## config.mk

```make
export PLATFORM = sky130hd
export DESIGN_NAME = pfs_store_ctrl
export DESIGN_NICKNAME = d
export VERILOG_FILES = /design/src/rtl/pfs_pkg.sv /design/src/rtl/pfs_sync.sv /design/src/rtl/pfs_timer.sv /design/src/rtl/pfs_trigger.sv /design/src/rtl/pfs_store_ctrl.sv
export SDC_FILE = /design/constraint.sdc
export NUM_CORES = 1
export LEC_CHECK = 0
export BUFFER_PORTS_ARGS = -buffer_cell sky130_fd_sc_hd__buf_2
export CAP_MARGIN = 20
export CORE_UTILIZATION = 56
export CTS_CLUSTER_SIZE = 28
export DETAILED_ROUTE_END_ITERATION = 6
export PLACE_DENSITY = 0.83
export SYNTH_ARGS = -nofsm -noshare
export SYNTH_HDL_FRONTEND = slang
export SYNTH_SLANG_ARGS = --single-unit
```

## constraint.sdc

```tcl
create_clock -name clk -period 2.1 [get_ports clk]
set_input_delay 0.315 -clock clk [delete_from_list [all_inputs] [get_ports clk]]
set_output_delay 0.315 -clock clk [all_outputs]
set_load 0.005 [all_outputs]
```

## src/rtl/pfs_pkg.sv

```systemverilog
package pfs_pkg;

    typedef enum logic [1:0] {
        ST_IDLE  = 2'd0,
        ST_PULL  = 2'd1,
        ST_STORE = 2'd2
    } pfs_state_e;

endpackage

```

## src/rtl/pfs_sync.sv

```systemverilog
module pfs_sync #(
    parameter int STAGES    = 2,
    parameter bit RESET_VAL = 1'b1
) (
    input  logic clk,
    input  logic rst_n,
    input  logic d,
    output logic q
);
    logic [STAGES-1:0] chain;

    always_ff @(posedge clk) begin
        if (!rst_n) chain <= {STAGES{RESET_VAL}};
        else        chain <= {chain[STAGES-2:0], d};
    end

    assign q = chain[STAGES-1];
endmodule

```

## src/rtl/pfs_timer.sv

```systemverilog
module pfs_timer #(
    parameter int W = 8
) (
    input  logic         clk,
    input  logic         rst_n,
    input  logic         load,
    input  logic [W-1:0] load_val,
    output logic         done
);
    logic [W-1:0] cnt;

    always_ff @(posedge clk) begin
        if (!rst_n)          cnt <= '0;
        else if (load)       cnt <= load_val;
        else if (cnt != '0)  cnt <= cnt - 1'b1;
    end

    assign done = (cnt == '0);

    // R3 (window and store durations rely on a steady countdown)
    countdown_chk: assert property (@(posedge clk) disable iff (!rst_n)
        (!load && !done) |=> (cnt == $past(cnt) - 1'b1));
endmodule

```

## src/rtl/pfs_trigger.sv

```systemverilog
module pfs_trigger (
    input  logic clk,
    input  logic rst_n,
    input  logic supply_low,
    input  logic auto_en,
    input  logic taken,
    output logic auto_go
);
    logic low_q;
    logic armed;
    logic pend;
    logic crossing;

    assign crossing = supply_low & ~low_q;

    always_ff @(posedge clk) begin
        if (!rst_n) begin
            low_q <= 1'b0;
            armed <= 1'b1;
            pend  <= 1'b0;
        end else begin
            low_q <= supply_low;
            if (!supply_low) begin
                armed <= 1'b1;
                pend  <= 1'b0;
            end else if (crossing && auto_en && armed) begin
                armed <= 1'b0;
                pend  <= 1'b1;
            end else if (taken) begin
                pend  <= 1'b0;
            end
        end
    end

    assign auto_go = pend;


    one_shot_chk: assert property (@(posedge clk) disable iff (!rst_n)
        $rose(pend) |-> $fell(armed));


    auto_gate_chk: assert property (@(posedge clk) disable iff (!rst_n)
        $rose(pend) |-> $past(auto_en));
endmodule

```

## src/rtl/pfs_store_ctrl.sv

```systemverilog
module pfs_store_ctrl
    import pfs_pkg::*;
#(
    parameter int PULL_CYC    = 1000,
    parameter int STORE_CYC   = 10000,
    parameter int SYNC_STAGES = 2
) (
    input  logic clk,
    input  logic rst_n,
    input  logic supply_low,
    input  logic auto_en,
    input  logic ext_req,
    input  logic busy_line_in,
    output logic busy_pull_en,
    output logic store_start,
    output logic store_abort,
    output logic wr_inhibit
);
    localparam int LONGEST = (PULL_CYC > STORE_CYC) ? PULL_CYC : STORE_CYC;
    localparam int CW      = (LONGEST > 1) ? $clog2(LONGEST) : 1;
    localparam logic [CW-1:0] PULL_LOAD  = CW'(PULL_CYC - 1);
    localparam logic [CW-1:0] STORE_LOAD = CW'(STORE_CYC - 1);

    pfs_state_e state, nxt;

    logic line_s;
    logic line_low;
    logic seen_low;
    logic proceed;
    logic auto_go;
    logic ext_go;
    logic begin_att;
    logic t_done;
    logic t_load;
    logic [CW-1:0] t_val;

    pfs_sync #(.STAGES(SYNC_STAGES), .RESET_VAL(1'b1)) u_sync (
        .clk   (clk),
        .rst_n (rst_n),
        .d     (busy_line_in),
        .q     (line_s)
    );

    pfs_trigger u_trig (
        .clk        (clk),
        .rst_n      (rst_n),
        .supply_low (supply_low),
        .auto_en    (auto_en),
        .taken      ((state == ST_IDLE) && auto_go),
        .auto_go    (auto_go)
    );

    pfs_timer #(.W(CW)) u_timer (
        .clk      (clk),
        .rst_n    (rst_n),
        .load     (t_load),
        .load_val (t_val),
        .done     (t_done)
    );

    assign line_low  = ~line_s;
    assign proceed   = seen_low | line_low;
    assign ext_go    = ext_req & ~supply_low;
    assign begin_att = auto_go | ext_go;

    always_comb begin
        t_load = 1'b0;
        t_val  = PULL_LOAD;
        if (state == ST_IDLE && begin_att) begin
            t_load = 1'b1;
            t_val  = PULL_LOAD;
        end else if (state == ST_PULL && t_done && proceed) begin
            t_load = 1'b1;
            t_val  = STORE_LOAD;
        end
    end

    always_comb begin
        nxt = state;
        unique case (state)
            ST_IDLE:  if (begin_att) nxt = ST_PULL;
            ST_PULL:  if (t_done)    nxt = proceed ? ST_STORE : ST_IDLE;
            ST_STORE: if (t_done)    nxt = ST_IDLE;
            default:  nxt = ST_IDLE;
        endcase
    end

    // State register
    always_ff @(posedge clk) begin
        if (!rst_n) state <= ST_IDLE;
        else        state <= nxt;
    end

    always_ff @(posedge clk) begin
        if (!rst_n)                 seen_low <= 1'b0;
        else if (state != ST_PULL)  seen_low <= 1'b0;
        else if (line_low)          seen_low <= 1'b1;
    end

    // Outputs: level outputs follow the state, pulses mark the window exit.
    always_ff @(posedge clk) begin
        if (!rst_n) begin
            store_start <= 1'b0;
            store_abort <= 1'b0;
        end else begin
            store_start <= (state == ST_PULL) && t_done &&  proceed;
            store_abort <= (state == ST_PULL) && t_done && !proceed;
        end
    end

    assign busy_pull_en = (state == ST_PULL);
    assign wr_inhibit   = supply_low | (state != ST_IDLE);


    start_after_pull_chk: assert property (@(posedge clk) disable iff (!rst_n)
        store_start |-> $past(busy_pull_en) && !busy_pull_en);


    start_needs_low_chk: assert property (@(posedge clk) disable iff (!rst_n)
        store_start |-> $past(proceed));


    abort_after_pull_chk: assert property (@(posedge clk) disable iff (!rst_n)
        store_abort |-> $past(busy_pull_en) && !$past(seen_low) && !store_start);


    low_blocks_ext_chk: assert property (@(posedge clk) disable iff (!rst_n)
        (state == ST_IDLE && supply_low && !auto_go) |=> !busy_pull_en);


    inhibit_in_pull_chk: assert property (@(posedge clk) disable iff (!rst_n)
        busy_pull_en |-> wr_inhibit);
endmodule

```

==> results.md <==
- Largest net degree at the start of global routing: 14
- Overflow after GRT: 0
- Synth unique cells: 39
- Postcts setup bufs: 0
- Post-Synthesis Cells: roughly 130
- Internal power: 0.000816 W
- Synth area leaders: dfxtp_1, a21oi_1, o21ai_0
- Ratio of cells with drive above 1 in the final layout: 14.5%
- Hold Crit Depth: 2
- I/O pins: 10
- Layout area overhead: 13.6%
- Worst slew pin tran: 412 ps
- Main synth FF type: dfxtp_1
- MaxCap Viol Count: 0
- Clock share of power: 19.2%
- DR WL/cell: 14.0 µm
- Worst endpoint data arrival time: 2210 ps
- Synth area leader: dfxtp_1
- Fmax achieved: between 500 and 600 MHz
- Crit path launch type: register
- Skew-Pair Late Insertion Delay: 320 ps
- Layout Nets: 153
- Sw Ratio: 35.0%
- Leakage: between 0.4 and 0.5 nW
- Comb pwr share: 34.3%
- Clock Skew: 6.56 ps
- Max H-tree Level: 1
- Cts bufs inserted: 3
- Rel. slew slack: 72.2%
- Via count: about 1000
- Cell with the most instances after synthesis: dfxtp_1
- Initial antenna violation count: 0
- WP data required: about 2400 ps
- Hold Violations, Final: 0
- Clock-pin slew on the worst setup and hold paths: between 100 and 150 ps
- RSZ-0062 raised after global routing: no
- Post-synth top area share: between 40% and 50%
- Global-route wire length before repair: 3.88 mm
- Setup-failing EPs final: 0
- Critical setup path kind: register to register
- # DRC: 0
- Worst min-delay path class: input pin to register
- CP endpoint kind: register
- DIE AREA: 2130 µm²
- Avg Cell Area, Syn: 8.54 µm²
- Sequential Power Share: 46.5%
- Chip width: roughly 46 µm
- Starting DRC count in detailed routing: 41
- Hold Buf Count CTS: 0
- Worst Hold Margin: around 160 ps
- DR vias/cell: 6.05
- Outcome: finished clean
- Worst Reg-to-Reg Cells: 4
- Initial Utilization: 61.3%
- Fin Setup TNS: 0 ps
- Post-synth EDFFs: 0
- Sink Count: 24
- Final Cycle Share: 93.2%
- Number of diodes: 0
- Slew Viols, Final: 0
- Power Density: 1010 nW/µm²
- Post-CTS resize count: 0
- Worst vdd ir: about 0.00071 V
- Psw: 0.000439 W
- Gpl congestion: between 0.8 and 0.9
- Final WL: between 2 and 2.5 mm
- Post-route antenna net violation count: 0
- Ys async rst share: 0%
- Cell row count: 15
- Core Box Area: 1780 µm²
- Number of global-route vias before repair: ~900
- Seq cells post-synth: 24
- Port bufs: 9
- Synthesized net count: around 140
- CTS tree: built
- Crit-path max FO: 6
- DR pass1 iterations: 4
- Die H: 46.2 µm
- Min Tclk post-route: 1960 ps
- Cell Area, Synth: ~1100 µm²
- Maximum clock path buffer count: 2
- Total Routing Usage GR: 26.0%
- Root Buffer: clkbuf_4
- Seq/Total Area, Yosys: 43.9%
- Post-synth top cells: dfxtp_1, a21oi_1, o21ai_0, nor2_1, nand2_1
- Hpwl dp: 1.75 mm
- Ys Warns: 0
-- routing by layer --
metal | vias up | wire length (µm) | track usage, %
met4 | 0 | 33 | 13.5
met5 | - | 0 | 0
met3 | 6 | 111 | 6.67
met1 | 476 | 1060 | 30.6
li1 | 514 | - | -
met2 | 32 | 1170 | 42.8
-- final cells by class --
| class | instances | area [µm²] |
|---|---|---|
| clock buffer | 4 | 36.3 |
| fill | 139 | 541 |
| inverter | 8 | 30.0 |
| multi-input combinational | 94 | 574 |
| sequential | 24 | 480 |
| tap | 25 | 31.3 |
| timing repair buffer | 15 | 90.1 |
-- state kept, by name (all words and copies together) (netlist names) --
name	cells
u_trig.auto_go	1
u_trig.armed	1
u_trig.low_q	1
state	2
store_start	1
u_timer.cnt	14
u_sync.chain	2
store_abort	1
seen_low	1
-- path summary, 6_finish.rpt --
kind	startpoint	to	slack (ps)
min reg2reg	u_sync.chain[0]	u_sync.chain[1]	430
min	busy_line_in	u_sync.chain[0]	160
max reg2reg	u_timer.cnt[2]	u_timer.cnt[11]	140
max	u_timer.cnt[2]	u_timer.cnt[11]	140
-- cell usage in the layout, fill, tap and decap left out, types with 2 or more instances in the layout --
| cell | count |
|---|---|
| o31ai_1 | 4 |
| nand3b_1 | 2 |
| dfxtp_1 | 24 |
| o21a_1 | 3 |
| or3_1 | 2 |
| or4_1 | 4 |
| nand2b_1 | 4 |
| clkbuf_4 | 3 |
| nor2_1 | 9 |
| o21ai_0 | 11 |
| nor3b_1 | 2 |
| nand3_1 | 3 |
| nand4_1 | 2 |
| a21boi_0 | 2 |
| a21oi_1 | 11 |
| a31oi_1 | 5 |
| buf_4 | 6 |
| nand2_1 | 8 |
| inv_1 | 7 |
| buf_2 | 9 |
| nor4_1 | 4 |
-- metrics by stage --
step                      worst slack [ps]  utilization (%)  std cells  power (W)  instance area [µm²]
after global placement                 224             67.6        166   0.000998                 1210
after detailed placement               197             67.6        166    0.00101                 1210
after global routing                  20.7             69.7        170    0.00133                 1240
after CTS                              160             69.7        170    0.00125                 1240
final                                  142             69.7        170    0.00125                 1240
after floorplan                        242                -        128   0.000876                 1090
-- cells by family after synthesis --
logic type	count (synthesis)	share of synthesized area [%]
xor gates and xnor gates	2	1.60
DFF	24	43.9
and+or+nand+nor	47	24.5
muxes	1	0.915
AOI/OAI and AO/OA	43	24.4
adders and majority gates	1	1.14
buffers and inverters	10	3.55
-- power by group through the flow --
stage / clock [W] / combinational (W) / sequential [W]
finish: 0.000241 / 0.000430 / 0.000584
global route: 0.000265 / 0.000473 / 0.000591
CTS: 0.000241 / 0.000426 / 0.000581
detailed placement: 0 / 0.000422 / 0.000592
global placement: 0 / 0.000409 / 0.000588
floorplan: 0 / 0.000301 / 0.000574
-- critical path: stages (launching register included) --
cell,delay [ps]
dfxtp_1,370
or4_4,580
or2_4,290
or4_1,500
a21oi_1,160
Note: power is estimated with default switching activity, not from simulation.
